===== config.mk =====
export PLATFORM = sky130hd
export DESIGN_NAME = irq_prio_ctrl
export DESIGN_NICKNAME = d
export VERILOG_FILES = /design/src/rtl/irqc_pkg.sv /design/src/rtl/irq_regs.sv /design/src/rtl/irq_select.sv /design/src/rtl/irq_service.sv /design/src/rtl/irq_prio_ctrl.sv
export SDC_FILE = /design/constraint.sdc
export NUM_CORES = 1
export LEC_CHECK = 0
export ABC_AREA = 1
export ABC_CLOCK_PERIOD_IN_PS = 4100
export BUFFER_PORTS_ARGS = -buffer_cell sky130_fd_sc_hd__buf_2
export CAP_MARGIN = 0
export CORE_ASPECT_RATIO = 1.25
export CORE_MARGIN = 10
export CORE_UTILIZATION = 60
export CTS_CLUSTER_SIZE = 28
export DETAILED_ROUTE_END_ITERATION = 8
export GPL_TIMING_DRIVEN = 0
export PLACE_DENSITY = 0.87
export SYNTH_ARGS = -nofsm -noshare
export SYNTH_HDL_FRONTEND = slang
export SYNTH_SLANG_ARGS = --single-unit

===== constraint.sdc =====
create_clock -name clk -period 4.1 [get_ports clk]
set_input_delay 0.205 -clock clk [delete_from_list [all_inputs] [get_ports clk]]
set_output_delay 0.205 -clock clk [all_outputs]
set_load 0.03 [all_outputs]

===== src/rtl/irqc_pkg.sv =====
package irqc_pkg;
  localparam int unsigned NCORE  = 3;
  localparam int unsigned ID_RST = 0;
  localparam int unsigned ID_EMU = 1;
  localparam int unsigned ID_PWR = 2;
  localparam int unsigned CTRL_NEST = 4;
  localparam int unsigned CTRL_GIE  = 5;

  typedef enum logic [1:0] {
    A_LATCH = 2'd0,
    A_MASK  = 2'd1,
    A_CTRL  = 2'd2,
    A_NONE  = 2'd3
  } reg_addr_e;

  // Rank of a source ID: core sources first, peripherals saturate at maxlvl.
  function automatic int unsigned src_rank(int unsigned id, int unsigned maxlvl);
    if (id < NCORE) return id;
    else if (id - NCORE > maxlvl) return NCORE + maxlvl;
    else return id;
  endfunction
endpackage


===== src/rtl/irq_regs.sv =====
module irq_regs
  import irqc_pkg::*;
#(
  parameter int unsigned NSRC = 19,
  parameter int unsigned DW   = 32
) (
  input  logic            clk,
  input  logic            rst,
  input  logic [NSRC-1:0] src_irq,
  input  logic [NSRC-1:0] ack_clr,
  input  logic [1:0]      addr,
  input  logic            wr,
  input  logic [DW-1:0]   wdata,
  output logic [NSRC-1:0] latch_q,
  output logic [NSRC-1:0] mask_q,
  output logic            gie_q,
  output logic            nest_q,
  output logic [DW-1:0]   rdata
);
  reg_addr_e       sel;
  logic [NSRC-1:0] base;
  logic [NSRC-1:0] latch_n;
  logic [DW-1:0]   rd_n;

  assign sel = reg_addr_e'(addr);

  always_comb begin
    base    = (wr && sel == A_LATCH) ? wdata[NSRC-1:0] : latch_q;
    latch_n = (base & ~ack_clr) | src_irq;
  end

  always_comb begin
    rd_n = '0;
    case (sel)
      A_LATCH: rd_n = DW'(latch_q);
      A_MASK:  rd_n = DW'(mask_q);
      A_CTRL: begin
        rd_n[CTRL_GIE]  = gie_q;
        rd_n[CTRL_NEST] = nest_q;
      end
      default: rd_n = '0;
    endcase
  end

  always_ff @(posedge clk) begin
    if (rst) begin
      latch_q <= '0;
      mask_q  <= '0;
      gie_q   <= 1'b0;
      nest_q  <= 1'b0;
      rdata   <= '0;
    end else begin
      latch_q <= latch_n;
      rdata   <= rd_n;
      if (wr && sel == A_MASK) mask_q <= wdata[NSRC-1:0];
      if (wr && sel == A_CTRL) begin
        gie_q  <= wdata[CTRL_GIE];
        nest_q <= wdata[CTRL_NEST];
      end
    end
  end
endmodule


===== src/rtl/irq_select.sv =====
module irq_select
  import irqc_pkg::*;
#(
  parameter int unsigned NSRC   = 19,
  parameter int unsigned MAXLVL = 11,
  parameter int unsigned VW     = 5,
  parameter int unsigned RW     = 4
) (
  input  logic [NSRC-1:0] latch_q,
  input  logic [NSRC-1:0] mask_q,
  input  logic            gie,
  input  logic            nest,
  input  logic            svc_active,
  input  logic [RW-1:0]   svc_rank,
  output logic            fire,
  output logic [VW-1:0]   vec,
  output logic [RW-1:0]   vec_rank
);
  logic [NSRC-1:0] elig;
  logic [RW-1:0]   rank_of [NSRC];
  logic            found;
  logic            allowed;

  for (genvar i = 0; i < NSRC; i++) begin : g_src
    localparam int unsigned RANK_I = src_rank(i, MAXLVL);
    assign rank_of[i] = RW'(RANK_I);
    if (i == ID_RST || i == ID_EMU) begin : g_nmi
      assign elig[i] = latch_q[i];
    end else if (i == ID_PWR) begin : g_pwr
      assign elig[i] = latch_q[i] & gie;
    end else begin : g_per
      assign elig[i] = latch_q[i] & mask_q[i] & gie;
    end
  end

  always_comb begin
    found    = 1'b0;
    vec      = '0;
    vec_rank = '1;
    for (int i = 0; i < NSRC; i++) begin
      if (elig[i] && (!found || rank_of[i] < vec_rank)) begin
        found    = 1'b1;
        vec      = VW'(i);
        vec_rank = rank_of[i];
      end
    end
    allowed = !svc_active || (nest && vec_rank < svc_rank);
    fire    = found && allowed;
  end
endmodule


===== src/rtl/irq_service.sv =====
module irq_service #(
  parameter int unsigned RW    = 4,
  parameter int unsigned DEPTH = 15,
  parameter int unsigned DPW   = $clog2(DEPTH + 1)
) (
  input  logic           clk,
  input  logic           rst,
  input  logic           push,
  input  logic [RW-1:0]  push_rank,
  input  logic           pop,
  output logic           active,
  output logic [RW-1:0]  rank,
  output logic [DPW-1:0] depth
);
  logic [RW:0] stk [DEPTH];
  logic        do_push;
  logic        do_pop;

  assign do_push = push && (depth < DPW'(DEPTH));
  assign do_pop  = !push && pop && (depth != '0);

  always_ff @(posedge clk) begin
    if (do_push) stk[depth] <= {active, rank};
  end

  always_ff @(posedge clk) begin
    if (rst) begin
      active <= 1'b0;
      rank   <= '0;
      depth  <= '0;
    end else if (do_push) begin
      active <= 1'b1;
      rank   <= push_rank;
      depth  <= depth + 1'b1;
    end else if (do_pop) begin
      {active, rank} <= stk[depth - 1'b1];
      depth          <= depth - 1'b1;
    end
  end
endmodule


===== src/rtl/irq_prio_ctrl.sv =====
module irq_prio_ctrl
  import irqc_pkg::*;
#(
  parameter int unsigned NPERIPH = 16,
  parameter int unsigned MAXLVL  = 11,
  parameter int unsigned DW      = 32,
  localparam int unsigned NSRC   = NCORE + NPERIPH,
  localparam int unsigned VW     = $clog2(NSRC)
) (
  input  logic            clk,
  input  logic            rst,
  input  logic [NSRC-1:0] src_irq,
  input  logic [1:0]      reg_addr,
  input  logic            reg_wr,
  input  logic [DW-1:0]   reg_wdata,
  output logic [DW-1:0]   reg_rdata,
  input  logic            core_ack,
  input  logic            core_ret,
  output logic            irq_req,
  output logic [VW-1:0]   irq_vec
);
  localparam int unsigned NRANK = NCORE + MAXLVL + 1;
  localparam int unsigned RW    = $clog2(NRANK);
  localparam int unsigned DPW   = $clog2(NRANK + 1);

  logic [NSRC-1:0] latch_q, mask_q, ack_clr;
  logic            gie, nest, fire, ack_ok;
  logic            svc_active;
  logic [RW-1:0]   svc_rank, sel_rank, irq_rank;
  logic [VW-1:0]   sel_vec;
  logic [DPW-1:0]  svc_depth;

  assign ack_ok  = core_ack & irq_req;
  assign ack_clr = ack_ok ? (NSRC'(1) << irq_vec) : '0;

  irq_regs #(.NSRC(NSRC), .DW(DW)) u_regs (
    .clk(clk), .rst(rst), .src_irq(src_irq), .ack_clr(ack_clr),
    .addr(reg_addr), .wr(reg_wr), .wdata(reg_wdata),
    .latch_q(latch_q), .mask_q(mask_q), .gie_q(gie), .nest_q(nest),
    .rdata(reg_rdata)
  );

  irq_select #(.NSRC(NSRC), .MAXLVL(MAXLVL), .VW(VW), .RW(RW)) u_sel (
    .latch_q(latch_q), .mask_q(mask_q), .gie(gie), .nest(nest),
    .svc_active(svc_active), .svc_rank(svc_rank),
    .fire(fire), .vec(sel_vec), .vec_rank(sel_rank)
  );

  irq_service #(.RW(RW), .DEPTH(NRANK), .DPW(DPW)) u_svc (
    .clk(clk), .rst(rst), .push(ack_ok), .push_rank(irq_rank),
    .pop(core_ret), .active(svc_active), .rank(svc_rank), .depth(svc_depth)
  );

  always_ff @(posedge clk) begin
    if (rst) begin
      irq_req  <= 1'b0;
      irq_vec  <= '0;
      irq_rank <= '0;
    end else begin
      irq_req  <= fire & ~ack_ok;
      irq_vec  <= sel_vec;
      irq_rank <= sel_rank;
    end
  end
endmodule


Word level (Yosys, flattened, before mapping)
Memories as Yosys holds them, arrays and structs flattened.
Cells that the tools add are included.
{"block": "classes", "shifts": 1, "n_bitwise": 39, "muxes": 69, "n_reduce_logical": 70, "magnitude_cmp": 20, "eq_ne": 2, "n_addsub": 2}
{"cell": "2-to-1 mux 4 bit", "n": 31}
{"cell": "less-than comparator 4 bit, first input constant", "n": 11}
{"cell": "2-to-1 mux 19 bit", "n": 2}
{"cell": "AND 1 bit", "n": 35}
{"cell": "logical AND 1 bit", "n": 26}
{"cell": "one-hot mux 13 bit (2 select lines)", "n": 1}
{"cell": "2-to-1 mux 1 bit", "n": 24}
{"cell": "logical NOT 1 bit", "n": 20}
{"cell": "AND 19 bit", "n": 1}
{"cell": "logical OR 1 bit", "n": 19}
{"cell": "NOT 19 bit", "n": 1}
{"cell": "OR 19 bit", "n": 1}
{"cell": "<< shifter 1 x 5 -> 19 bit, first input constant", "n": 1}
{"cell": "less-than comparator 3 x 4 -> 1 bit, first input constant", "n": 4}
{"cell": "2-to-1 mux 5 bit", "n": 3}
{"cell": "2-to-1 mux 3 bit", "n": 4}
{"cell": "less-than comparator 2 x 4 -> 1 bit, first input constant", "n": 2}
{"cell": "one-hot mux 4 bit (2 select lines)", "n": 1}
{"cell": "one-hot mux 2 bit (3 select lines)", "n": 1}
{"cell": "adder 4 x 1 -> 4 bit, second input constant", "n": 1}
{"cell": "less-than comparator 1 x 4 -> 1 bit, first input constant", "n": 1}
{"cell": "less-than comparator 4 bit", "n": 1}
{"cell": "less-than comparator 4 bit, second input constant", "n": 1}
{"cell": "2-to-1 mux 2 bit", "n": 2}
{"cell": "9 further kinds", "n": 9}
{"block": "word_totals", "n_memories": 1, "out_inout_bits": 38, "ff_bits": 91, "mem_bits_rw": 75, "in_bits": 58}
{"name": "u_svc.stk", "depth": 15, "word_bits": 5, "rd": 1, "rd_ports_with_merged_regs": 0, "write_ports": 1, "line_no": "irq_service.sv:15", "rtl": "logic [RW:0] stk [DEPTH];"}

Longest topological paths before layout
Gate-level depths: netlist (run 1).
{"block": "logic_depth", "ltp_word": 78, "depth_mapped": 20, "ltp_nobuf": 19}

Modules after synthesis
From an unflattened synthesis (run 1), not the netlist that was laid out.
{"block": "hier_totals", "hier_cells": 951, "hier_area_um2": 7547.2}
{"mod": "irq_service", "cells_per_inst": 387, "area_per_inst_um2": 3829.9, "seq_area_each_um2": 2432.3, "instances": 1}
{"mod": "irq_regs", "cells_per_inst": 378, "area_per_inst_um2": 2635.0, "seq_area_each_um2": 1181.1, "instances": 1}
{"mod": "irq_select", "cells_per_inst": 118, "area_per_inst_um2": 635.6, "seq_area_each_um2": 0.0, "instances": 1}
{"mod": "irq_prio_ctrl", "cells_per_inst": 68, "area_per_inst_um2": 446.7, "seq_area_each_um2": 200.2, "instances": 1}

Worst setup path before layout (run 1)
OpenSTA, ideal clock, no wires.
{"block": "synth_path", "path_type": "register to register", "from": "register u_svc.depth[0]", "to": "register u_svc.rank[2]", "required_time_ps": 4026, "stages_incl_launch_ff": 10, "setup_time_ps": 74, "synth_period_minus_slack_ps": 2152, "n_path_buf": 2, "slack_ps": 1948, "arrival_time_ps": 2078, "path_cell_list": "dfxtp_1 clkinv_1 clkbuf_1 ha_1 inv_1 clkbuf_1 o21ai_0 o221ai_1 o211ai_1 a31oi_1"}
{"block": "synth_between", "elab_chain_cells": 4, "elab_cells_between_ends": 9, "classes_between": "add/sub (1); order compare (1); mux (2); reduce/logical (4); memory (1)"}
{"element": "start, declared", "line_no": "irq_service.sv:13", "rtl": "output logic [DPW-1:0] depth"}
{"element": "start signal, assigned", "line_no": "irq_service.sv:34", "rtl": "depth <= depth + 1'b1;"}
{"element": "start signal, assigned", "line_no": "irq_service.sv:37", "rtl": "depth <= depth - 1'b1;"}
{"element": "subtractor 4 x 1 -> 4 bit", "line_no": "irq_service.sv:36", "rtl": "{active, rank} <= stk[depth - 1'b1];"}
{"element": "memory read (15 x 5 bit)"}
{"element": "2-to-1 mux 4 bit", "line_no": "irq_service.sv:35", "rtl": "end else if (do_pop) begin"}
{"element": "2-to-1 mux 4 bit", "line_no": "irq_service.sv:31", "rtl": "end else if (do_push) begin"}
{"element": "end signal, assigned", "line_no": "irq_service.sv:33", "rtl": "rank <= push_rank;"}
{"element": "end signal, assigned", "line_no": "irq_service.sv:36"}
{"element": "end, declared", "line_no": "irq_service.sv:12", "rtl": "output logic [RW-1:0] rank,"}
Parallel ways exist; a longest one is shown, timed or not. The select of a mux whose other input is x is not followed.
A chain may end at the register's enable or synchronous reset.

Final worst setup path (run 1)
Same ends and word-level chain as after synthesis.

==> flow_results.org, run 1 <==
** Logic synthesis
- Average footprint of a synthesized cell :: about 9.1 um^2
- Post-synthesis async set-or-reset flop share :: 0%
- Synthesis instantiated 47 different standard cells from the library.
- The Yosys step of the flow raised 0 warnings.
- By area the synthesized netlist is led by edfxtp_1 33%, dfxtp_1 23%, o21ai_0 6.6%.
- The biggest area contributor in the post-synthesis netlist is edfxtp_1.
- Among all flip-flop cells after synthesis, the most frequent one is dfxtp_1.
- Share of synthesized area occupied by flip-flops and latches :: approximately 56%
- Synthesis produced ~750 cells.
- Number of synthesized register bits :: ~150
- The top cell type by area accounts for between 30% and 40% of the synthesized area.
- Yosys mapped a number of flops with a built-in enable equal to between 70 and 80.
- Combined area of all synthesized cells :: 6843 um^2

** Cells and area
- FF/Latch Area :: roughly 3800 um^2
- Multi-input gate area :: 2506 um^2
- # nets final :: between 900 and 1,000
- Once layout is complete, the utilization of the core stands at between 70% and 80%.
- In the final layout, the share of cells above drive strength 1 is ~17%.
- Antenna diode count :: 0
- The area growth from synthesis to layout is 16.91%.
- Layout filler cell count :: 819

** Power
- Switch Pwr :: about 1700 uW
- Pwr dens :: 599.1 nW/um^2
- In this run switching power makes up 36.02% of total power.
- Overall power after layout :: between 4000 and 5000 uW
- Max rail drop VDD :: 0.3443 mV
- Relative contribution of sequential cells to total power :: 40.5%
- Clock share of power :: 31.2%
- Pint :: roughly 3000 uW
- The analysis attributes to cell leakage a power of approximately 0.0032 uW.
- Combinational logic is responsible for between 20% and 30% of the overall power.

** Placement
- At the placement stage, the worst setup path has a slack of roughly 1.1 ns.
- Final weighted congestion of routability-driven global placement :: about 0.98
- Number of input and output port buffers inserted :: between 60 and 70
- Detailed-placement wirelength estimate :: ~13,000 um

** CTS
- After clock tree synthesis, the clock-pin slew on the worst setup and hold paths is ~0.070 ns.
- In this run the deepest clock path goes through 2 buffers.
- Clock latency on the worst-skew pair, taken at its later pin, is around 0.43 ns.
- Clock tree synthesis selected as its root buffer the cell clkbuf_16.
- Clock buffer count from CTS :: 17
- CTS saw around 150 sinks.
- CTS resizes :: 0
- The H-tree was split into 4 levels.
- TritonCTS built the clock tree.

** Die
- The die covers between 15,000 and 20,000 um^2.
- Core outline area :: roughly 11,000 um^2
- Once the floorplan was initialized, standard cells occupied about three fifths of the core.
- Die Y-Extent :: between 100 and 150 um
- Number of cell rows :: 43
- 96 I/O pins were placed.
- The die is 115.5 um wide.

** Job
- Max-cap violations in this run came to 0.

** STA
- Setup repair after global routing left no endpoint under its margin.
- After layout, the worst setup slack is 0.9262 ns.
- Post-Route Setup TNS :: 0 ns
- The number of hold violations in the final report came to 0.
- Dividing the final minimum period by the clock period gives 77.41%.
- Slew @ Worst Pin :: ~0.91 ns
- Rel. slew slack :: between 30 and 40%
- Setup violations remaining at the end of the flow were counted as 0.
- The smallest clock period supported by the final layout is computed as 3.174 ns.
- The clock arrives with 0.009915 ns of skew.
- The final-report max-slew violation count was 0.
- Static timing analysis puts the maximum clock frequency at approximately 320 MHz.

** Critical path
- STA classifies the critical path endpoint as a flop.
- Among the stages of the critical path, the cell type that occurs most often is clkbuf_1.
- Worst path bufs/invs :: 4
- Peak per-stage delay on the critical path :: about 0.50 ns
- CP Class :: reg -> reg
- The endpoint identified for the worst register-to-register timing path is u_svc.rank[2]$_SDFFE_PP0P_.
- Data required time of the worst path :: ~4.4 ns
- Measured in cells, the most critical reg-to-reg path has a length of 9.
- In this design, the largest share of critical-path delay is due to buffers and inverters.
- Along the worst path, the maximum fanout reaches 12.
- Cell-by-cell trace of the critical path :: clkinv_1 > clkbuf_1 > ha_1 > inv_1 > clkbuf_1 > o21ai_0 > o22ai_1 > o211ai_1 > a31oi_1
- Setup slack of the most critical reg-to-reg path :: between 0.9 and 1 ns
- The worst setup path is launched from a flop.
- The startpoint identified for the worst register-to-register timing path is u_svc.depth[0]$_SDFFE_PP0P_.
- The largest individual stage delay along the critical path comes from the cell ha_1.
- At the worst endpoint, the arrival time is 3.52 ns.

** Global route
- The first global-routing pass estimated between 20,000 and 30,000 um of wire.
- Initial antenna violation count :: 0
- Total track usage :: a little under a quarter
- The number of global-route vias before repair came to 5,757.
- The total overflow left after global routing is 0.
- Maximum number of pins on one net before global-route repair :: 18

** Detailed routing
- Residual DRC count :: 0
- Initial DRC Count :: 415
- After detailed routing, the total wire length is between 15,000 and 20,000 um.
- Routed wirelength normalized by instance count :: around 18 um
- Via density per instance :: about 5.7
- Post-detailed-route count of antenna-violating nets :: 0
- Summing over every cut layer, the via total after detailed routing is 5,706.
- Before antenna repair, the detailed router went through 5 iterations.

** Worst hold path
- In this run the most critical hold path is launched from src_irq[13].
- Counting instances, the worst hold path has a depth of 3.
- The min-delay analysis places its worst path in the category in -> reg.
- For hold timing, the worst endpoint is u_regs.latch_q[13]$_SDFF_PP0_.

** Outcome
- The run finished with clean final reports.
per-layer routing:
layer / GRT usage, % / vias up / share of wire (%)
met2: 38.99 / 309 / 51
met5: 0 / - / 0
met1: 24.73 / 2598 / 36
met3: 5.204 / 51 / 8.7
met4: 12.57 / 0 / 3.9
li1: - / 2748 / -
tightest hold or removal path, stage by stage:
cell and delay (ns):
buf_2 0.09, inv_1 0.04, a21oi_1 0.05
placed cells by master, fill, tap and decap left out, types with 4 or more instances in the layout:
master / Yosys / routed
edfxtp_1: 75 / 75
buf_4: 13 / 13
buf_2: 1 / 68
nand2_1: 90 / 90
o21ai_0: 90 / 90
o211ai_1: 6 / 6
ha_1: 8 / 8
o22ai_1: 11 / 11
clkbuf_1: 34 / 35
nor3_1: 22 / 22
clkbuf_16: 0 / 19
o221ai_1: 8 / 8
nor2_1: 67 / 67
inv_1: 83 / 83
o21a_1: 4 / 4
mux2_2: 13 / 13
dfxtp_1: 78 / 78
nand3_1: 32 / 32
clkinv_4: 0 / 4
a31oi_1: 4 / 4
a21oi_1: 69 / 69
conb_1: 1 / 13
dlygate4sd3_1: 0 / 4
synth_stat cells (2+ instances only):
| library cell | number |
|---|---|
| clkbuf_1 | 34 |
| a31oi_1 | 4 |
| o22ai_1 | 11 |
| o221ai_1 | 8 |
| xor2_1 | 2 |
| nand3b_1 | 2 |
| ha_1 | 8 |
| inv_2 | 2 |
| nor2_1 | 67 |
| a22oi_1 | 2 |
| edfxtp_1 | 75 |
| nand3_1 | 32 |
| buf_4 | 13 |
| inv_1 | 83 |
| nand2_1 | 90 |
| o21ai_0 | 90 |
| o21a_1 | 4 |
| nand2_2 | 3 |
| nor2_2 | 3 |
| nor2_4 | 3 |
| clkinv_1 | 2 |
| dfxtp_1 | 78 |
| a211oi_1 | 2 |
| nand2_4 | 2 |
| mux2_2 | 13 |
| nor3_1 | 22 |
| o211ai_1 | 6 |
| a21oi_1 | 69 |
final cells by class:
class	count	share of cell area (%)
Timing Repair Buffer	71	4.692
Sequential cell	153	47.67
Clock inverter	11	1.048
Inverter	87	4.082
Tap cell	135	2.111
Clock buffer	21	6.053
Multi-Input combinational cell	472	31.33
Buffer	49	3.018
how the worst max path moves through the flow:
stage          slack, ns                   startpoint  cells after the start                         end
2_1_floorplan       1.95  u_svc.depth[0]$_SDFFE_PP0P_                      9  u_svc.rank[2]$_SDFFE_PP0P_
5_1_grt             0.75  u_svc.depth[0]$_SDFFE_PP0P_                      9  u_svc.rank[2]$_SDFFE_PP0P_
4_1_cts             1.01  u_svc.depth[0]$_SDFFE_PP0P_                      9  u_svc.rank[2]$_SDFFE_PP0P_
3_5_place_dp        1.05  u_svc.depth[0]$_SDFFE_PP0P_                      9  u_svc.rank[2]$_SDFFE_PP0P_
6_report            0.93  u_svc.depth[0]$_SDFFE_PP0P_                      9  u_svc.rank[2]$_SDFFE_PP0P_
3_3_place_gp        1.14  u_svc.depth[0]$_SDFFE_PP0P_                      9  u_svc.rank[1]$_SDFFE_PP0P_
kinds of logic after synthesis:
group	count (synthesis)	synth area share, %
buf+inv	136	8.301
other cells	1	0.05480
fa+ha+maj	8	1.463
xor+xnor	3	0.3841
compound gates	204	16.60
flops	153	55.73
simple gates	231	15.32
mux	13	2.139
repair_timing:
| action | 4_1_cts | 5_1_grt |
|---|---|---|
| endpoints found under the hold margin | 4 | 0 |
| setup buffers | 0 | 0 |
| hold buffers | 4 | 0 |
sequential cells by signal, indices dropped and copies added (netlist names):
name and cells:
u_svc.stk 75, u_regs.latch_q 19, u_regs.mask_q 19, u_regs.rdata 19, irq_vec 5, irq_rank 4
u_svc.depth 4, u_svc.rank 4, irq_req 1, u_regs.gie_q 1, u_regs.nest_q 1, u_svc.active 1
metrics by stage:
stage	hold WS (ns)	cells	cell area, um^2
detailed placement	0.4188	963	7392
finish	0.007346	999	8000
global placement	0.4231	963	7392
global route	0.02091	999	8000
floorplan	0.3288	761	6888
CTS	0.008808	999	8000
power groups by stage:
stage / logic, uW / clock network (uW) / registers [uW]
floorplan: 913 / 0 / 1920
global placement: 1290 / 0 / 1960
detailed placement: 1320 / 0 / 1960
CTS: 1330 / 1490 / 1930
global route: 1500 / 1570 / 1950
finish: 1360 / 1500 / 1940
No activity file was read; power rests on OpenSTA's default activity.
==> run 2: changes to the inputs <==
ABC_CLOCK_PERIOD_IN_PS = 2980   (was 4100)
CORE_UTILIZATION = 57   (was 60)
PLACE_DENSITY = 0.83   (was 0.87)
clock period = 2.98 ns   (was 4.1 ns; I/O delays follow)
==> run 2 against run 1 <==
  * Die area increased by 4.4%
  * Final area increased by 3.0%
  * Setup slack got worse by 0.68 ns
  * Critical endpoint unchanged
  * Largest cell class unchanged
  * Utilization decreased by 1.3 points
  * Non-clock buffer count increased by 16
  * Final cell count increased by 4.2%
  * First-iteration DRC count decreased by 8.0%
  * Fmax increased by 16%
  * Register-to-register slack got worse by 0.68 ns
  * Clock power increased by 43%
==> flow_results.org, run 2 (synthesized netlist as in run 1, its figures left out) <==
** Outcome
- Status :: completed (unchanged)

** Detailed routing
- Residual DRC count :: 0 (unchanged)
- Via density per instance :: 5.606 (was 5.712)
- Final wirelength :: 18,530 um (was 17,920 um)
- Initial DRC Count :: 382 (was 415)
- The via count was 5,836 (was 5,706).
- Number of iterations in the first detailed-routing pass :: 5 (unchanged)
- Post-detailed-route count of antenna-violating nets :: 0 (unchanged)
- Routed wirelength normalized by instance count :: 17.80 um (was 17.94 um)

** Critical path
- Arrival time of the worst setup path :: 3.09 ns (was 3.52 ns)
- CP Class :: reg -> reg (unchanged)
- Worst Setup End Kind :: flop (unchanged)
- Data required time of the worst path :: 3.33 ns (was 4.44 ns)
- Sort of element at the start of the critical path :: flop (unchanged)
- Worst-path fanout max :: 12 (unchanged)
- Setup slack of the most critical reg-to-reg path :: 0.24 ns (was 0.93 ns)

** Cells and area
- Layout filler cell count :: 886 (was 819)
- Non-filler instance count after layout :: 1,041 (was 999)
- Antenna diode count :: 0 (unchanged)
- Most flops, register :: u_svc.stk (unchanged)
- The number of flip-flops in the largest register was 75 (unchanged).
- Commonest cells after routing, fill and taps aside: 90 x o21ai_0, 90 x nand2_1, 82 x inv_1 (was 90 x o21ai_0, 90 x nand2_1, 83 x inv_1).
- The share of post-route cells with drive strength above 1 was 17.27% (was 16.78%).
- The area occupied by multi-input gates is 2506 um^2 (unchanged).
- The area added between synthesis and finish was 20.39% (was 16.91%).
- # nets final :: 933 (was 917)
- The register area came to 3814 um^2 (unchanged).

** STA
- Final period utilization :: 91.84% (was 77.41%)
- The count of endpoints failing setup in the final report was 0 (unchanged).
- The worst relative slew slack came to 40.98% (was 38.95%).
- The minimum clock period was 2.737 ns (was 3.174 ns).
- The transition time at the pin with the least slew margin came to 0.8785 ns (was 0.9088 ns).
- The highest attainable clock frequency came to 365.4 MHz (was 315.1 MHz).
- The final-report max-slew violation count is 0 (unchanged).
- RSZ-0062 raised after global routing :: no (unchanged)
- Final Hold Vio Count :: 0 (unchanged)
- The largest clock skew in the final design was 0.007840 ns (was 0.009915 ns).
- Worst hold margin :: 0.01975 ns (was 0.007346 ns)

** Die
- Area of the die :: 16,820 um^2 (was 16,100 um^2)
- The count of standard-cell rows is 44 (was 43).
- The floorplan core area was 11,670 um^2 (was 11,140 um^2).
- The boundary pin count came to 96 (unchanged).
- Initial Util :: 58.63% (was 61.44%)
- The die height is 142.5 um (was 139.4 um).
- Horiz. Die Dim :: 118 um (was 115.5 um)

** Global route
- The final global-route overflow total is 0 (unchanged).
- Vias in the first global route :: 5,800 (was 5,757)
- Global-route wire length before repair :: 29,570 um (was 28,500 um)
- Maximum number of pins on one net before global-route repair :: 18 (unchanged)
- Initial antenna violation count :: 0 (unchanged)
- Total track usage :: 22.21% (was 22.60%)

** Power
- Max rail drop VDD :: 0.5087 mV (was 0.3443 mV)
- The power per unit of standard cell area was 817.1 nW/um^2 (was 599.1 nW/um^2).
- The overall power of the completed layout is 6731 uW (was 4793 uW).
- The leakage power summed over all cells came to 0.003303 uW (was 0.003209 uW).

** Placement
- The final weighted congestion of routability-driven global placement is 0.9353 (was 0.9845).
- Detailed-placement wirelength estimate :: 12,990 um (was 12,740 um)
- Placed Cells incl. Taps :: 989 (was 963)
- Number of input and output port buffers inserted :: 67 (unchanged)

** CTS
- The number of H-tree branching levels is 4 (unchanged).
- The buffers inserted during post-CTS setup optimization is 0 (unchanged).
- CTS Sinks :: 153 (unchanged)
- Clock transition at path regs :: 0.07 ns (about the same)
- Deepest clock path buffer count :: 2 (unchanged)
- The cell at the root of the clock tree was clkbuf_16 (unchanged).
- Clock latency on the worst-skew pair :: 0.43 ns (about the same)
- The total clock buffers created by CTS is 17 (unchanged).
- Clock tree from TritonCTS :: yes (unchanged)

** Worst hold path
- Worst min path class :: in -> reg (unchanged)

** Job
- Max-capacitance violation count :: 0 (unchanged)
run 2: metrics by stage:
stage,TNS [ns],worst slack (ns),instance area [um^2],utilization (%)
global route,0,0.07816,8238,70.58
floorplan,0,0.8275,6888,-
detailed placement,-0.2920,-0.1041,7425,63.61
CTS,0,0.007828,8230,70.52
global placement,-0.04488,-0.02569,7425,63.61
finish,0,0.2432,8238,70.58
run 2: repair_timing:
item	4_1_cts	5_1_grt
hold buffers	20	0
endpoints found under the setup margin	4	5
gates resized for setup	1	8
endpoints found under the hold margin	20	0
run 2: routing by layer:
| metal | wire (um) | global-route usage [%] |
|---|---|---|
| met1 | 6626 | 23.21 |
| met2 | 9431 | 40.01 |
| met3 | 1595 | 5.677 |
| met4 | 875 | 12.45 |
| met5 | 0 | 0 |
run 2: worst paths after layout:
check | startpoint | end | cells after the start
max | u_svc.depth[0]$_SDFFE_PP0P_ | u_svc.rank[2]$_SDFFE_PP0P_ | 9
min | reg_wdata[0] | u_regs.mask_q[0]$_SDFFE_PP0P_ | 3
max reg2reg | u_svc.depth[0]$_SDFFE_PP0P_ | u_svc.rank[2]$_SDFFE_PP0P_ | 9
min reg2reg | u_regs.mask_q[4]$_SDFFE_PP0P_ | u_regs.mask_q[4]$_SDFFE_PP0P_ | 2
run 2: power breakdown:
group,total (uW),switching (uW),internal [uW]
logic,1920,1310,610
clock network,2150,870,1280
registers,2670,211,2460
total,6730,2390,4340
run 2: worst max-delay path: stages (launching register included):
cell	delay [ns]
dfxtp_1	0.47
clkinvlp_4	0.25
clkbuf_2	0.29
ha_1	0.46
inv_2	0.19
clkbuf_2	0.28
o21ai_0	0.14
o22ai_1	0.21
o211ai_1	0.14
a31oi_1	0.21
run 2: cell type report:
cell class / instances / area share, %
plain buffers: 49 / 2.992
clock buffers: 23 / 6.470
clock inverters: 9 / 0.8657
inverters: 87 / 4.010
multi-input cells: 472 / 30.42
flip-flops and latches: 153 / 46.29
well taps: 161 / 2.445
repair buffers: 87 / 6.501
==> run 3: changes to the inputs <==
CELL_PAD_IN_SITES_DETAIL_PLACEMENT = 0   (was default)
CELL_PAD_IN_SITES_GLOBAL_PLACEMENT = 1   (was default)
CORE_UTILIZATION = 44   (was 57)
PLACE_DENSITY = 0.84   (was 0.83)
==> run 3 against run 2 <==
  * Final cell count rose by 4.6%
  * Total power down 0.99%
  * Die area increased by 25%
  * Via count is 4.5% lower
  * Largest power group unchanged
  * Highest routed layer unchanged
==> flow_results.org, run 3 (synthesized netlist as in run 1, its figures left out) <==
** Global route
- The final global-route overflow total came to 0 (unchanged).
- The global-route usage over all layers was 17.81% (was 22.21%).
- Maximum number of pins on one net before global-route repair :: 18 (unchanged)
- Vias in the first global route :: 5,666 (was 5,800)
- Global-route wire length before repair :: 29,930 um (was 29,570 um)
- The initial antenna violation count was 0 (unchanged).

** Power
- The maximum resistive drop on vdd is 0.3267 mV (was 0.5087 mV).
- Switching share of power :: 36.59% (was 35.47%)
- The combinational share of power came to 28.8% (was 28.5%).
- The clock network fraction of design power was 31.1% (was 31.9%).
- The leakage power summed over all cells came to 0.003272 uW (was 0.003303 uW).
- Switch Pwr :: 2439 uW (was 2387 uW)
- The power per unit of standard cell area is 806.1 nW/um^2 (was 817.1 nW/um^2).
- Overall power after layout :: 6665 uW (was 6731 uW)
- The internal power was 4226 uW (was 4344 uW).
- Relative contribution of sequential cells to total power :: 40.1% (was 39.7%)

** STA
- The minimum clock period came to 2.884 ns (was 2.737 ns).
- Post-route clock skew :: 0.01249 ns (was 0.007840 ns)
- Final Hold Vio Count :: 0 (unchanged)
- Slew @ Worst Pin :: 0.8134 ns (was 0.8785 ns)
- Fin. max-slew vios :: 0 (unchanged)
- The highest attainable clock frequency came to 346.8 MHz (was 365.4 MHz).
- Final period utilization :: 96.77% (was 91.84%)
- RSZ-0062 raised after global routing :: no (unchanged)
- The count of endpoints failing setup in the final report is 0 (unchanged).
- The worst relative slew slack came to 45.35% (was 40.98%).

** CTS
- Deepest clock path buffer count :: 2 (unchanged)
- The clock insertion delay at the later pin of the skew report is 0.43 ns (about the same).
- CTS Root Buffer Type :: clkbuf_16 (unchanged)
- Clock tree from TritonCTS :: yes (unchanged)
- The number of sinks handled by clock tree synthesis is 153 (unchanged).
- Clock buffer count from CTS :: 17 (unchanged)
- The number of H-tree branching levels is 4 (unchanged).
- Total setup buffers inserted after CTS :: 0 (unchanged)
- The register clock-pin slew on the reported worst setup and hold paths is 0.06 ns (was 0.07 ns).

** Detailed routing
- The initial DRC count is 361 (was 382).
- Residual DRC count :: 0 (unchanged)
- Post-detailed-route count of antenna-violating nets :: 0 (unchanged)
- The total routed wirelength was 18,890 um (was 18,530 um).
- Via density per instance :: 5.118 (was 5.606)
- Number of iterations in the first detailed-routing pass :: 5 (unchanged)
- The average routed wire per standard cell is 17.34 um (was 17.80 um).
- Vias :: 5,573 (was 5,836)

** Die
- The boundary pin count was 96 (unchanged).
- The area enclosed by the die boundary was 20,970 um^2 (was 16,820 um^2).
- The floorplan core area was 15,140 um^2 (was 11,670 um^2).
- Die Y-Extent :: 159.4 um (was 142.5 um)
- Number of cell rows :: 50 (was 44)
- The width of the die came to 131.5 um (was 118 um).
- Initial Util :: 45.20% (was 58.63%)

** Cells and area
- The utilization after layout was 54.61% (was 70.58%).
- The antenna diode instance count was 0 (unchanged).
- Commonest cells after routing, fill and taps aside: 90 x o21ai_0, 90 x nand2_1, 83 x inv_1 (was 90 x o21ai_0, 90 x nand2_1, 82 x inv_1).
- The number of flip-flops in the largest register was 75 (unchanged).
- Most flops, register :: u_svc.stk (unchanged)
- The share of post-route cells with drive strength above 1 is 17.03% (was 17.27%).
- Layout-stage area growth over the synthesis result :: 20.83% (was 20.39%)
- # nets final :: 934 (was 933)

** Critical path
- Data required time of the worst path :: 3.33 ns (about the same)
- Arrival time of the worst setup path :: 3.24 ns (was 3.09 ns)
- Worst path bufs/invs :: 4 (unchanged)
- The capturing element type of the critical path was a flop (unchanged).
- CP Class :: reg -> reg (unchanged)
- Worst-path fanout max :: 12 (unchanged)
- Cell-by-cell trace of the critical path: clkinv_2 > clkbuf_2 > ha_1 > inv_1 > clkbuf_2 > o21ai_0 > o22ai_1 > o211ai_1 > a31oi_1 (was clkinvlp_4 > clkbuf_2 > ha_1 > inv_2 > clkbuf_2 > o21ai_0 > o22ai_1 > o211ai_1 > a31oi_1).
- Sort of element at the start of the critical path :: flop (unchanged)
- Cell repeated most along the worst path :: clkbuf_2 (unchanged)
- Peak per-stage delay on the critical path :: 0.47 ns (about the same)
- Delay-heaviest family, CP :: buffers and inverters (unchanged)
- The slowest library cell on the worst path was ha_1 (was dfxtp_1).

** Job
- The max capacitance violation total is 0 (unchanged).

** Outcome
- Status :: completed (unchanged)

** Placement
- The post-DP HPWL was 13,590 um (was 12,990 um).
- The final weighted congestion of routability-driven global placement came to 0.9082 (was 0.9353).
- The count of input and output buffers is 67 (unchanged).

** Worst hold path
- The worst min-delay path category is in -> reg (unchanged).
run 3: repair_timing:
| action | 4_1_cts | 5_1_grt |
|---|---|---|
| endpoints found under the setup margin | 5 | 1 |
| pin swaps | 0 | 0 |
| hold buffers | 21 | 0 |
| resized for setup | 3 | 2 |
| hold endpoints to repair | 21 | 0 |
| cloned | 0 | 0 |
run 3: path summary, 6_finish.rpt:
kind	startpoint	endpoint	slack, ns	cells after the start
worst min-delay path	reg_wdata[12]	u_regs.mask_q[12]$_SDFFE_PP0P_	0.02	3
worst min register to register	u_regs.mask_q[2]$_SDFFE_PP0P_	u_regs.rdata[2]$_SDFF_PP0_	0.46	2
worst max register to register	u_svc.depth[0]$_SDFFE_PP0P_	u_svc.rank[1]$_SDFFE_PP0P_	0.1	9
worst max-delay path	u_svc.depth[0]$_SDFFE_PP0P_	u_svc.rank[1]$_SDFFE_PP0P_	0.1	9
run 3: layer usage:
metal / vias up / share of wire (%) / GRT usage, %
met1: 2590 / 42 / 20.50
met5: - / 0 / 0
li1: 2786 / - / -
met2: 167 / 51 / 31.03
met4: 0 / 2.0 / 7.599
met3: 30 / 5.1 / 3.941
run 3: cell type report:
| class | count | area (um^2) |
|---|---|---|
| plain buffers | 49 | 245.2 |
| clock buffers | 17 | 425.4 |
| clock inverters | 15 | 143.9 |
| fillers | 1412 | 6872 |
| inverters | 87 | 327.8 |
| multi-input cells | 472 | 2506 |
| flip-flops and latches | 153 | 3814 |
| well taps | 208 | 260.3 |
| repair buffers | 88 | 545.5 |
run 3: power groups by stage:
| stage | sequential, uW | combinational, uW | clock [uW] |
|---|---|---|---|
| 3_5_place_dp | 2710 | 1850 | 0 |
| 2_1_floorplan | 2640 | 1260 | 0 |
| 6_report | 2670 | 1920 | 2070 |
| 3_3_place_gp | 2710 | 1830 | 0 |
| 4_1_cts | 2670 | 1890 | 2100 |
| 5_1_grt | 2690 | 2120 | 2180 |
run 3: tightest hold or removal path, stage by stage:
cell	delay [ns]
buf_2	0.08
o21ai_0	0.07
a21oi_1	0.10
run 3: metrics by stage:
stage / setup TNS [ns] / setup slack [ns] / std cells / hold slack, ns / cell area, um^2
floorplan: 0 / 0.8275 / 761 / 0.2728 / 6888
global placement: -0.8381 / -0.2235 / 1036 / 0.3610 / 7483
detailed placement: -0.9917 / -0.3092 / 1036 / 0.3591 / 7483
CTS: 0 / 0.1315 / 1089 / 0.001961 / 8267
global route: 0 / 0.02368 / 1089 / 0.03712 / 8268
finish: 0 / 0.09636 / 1089 / 0.01808 / 8268
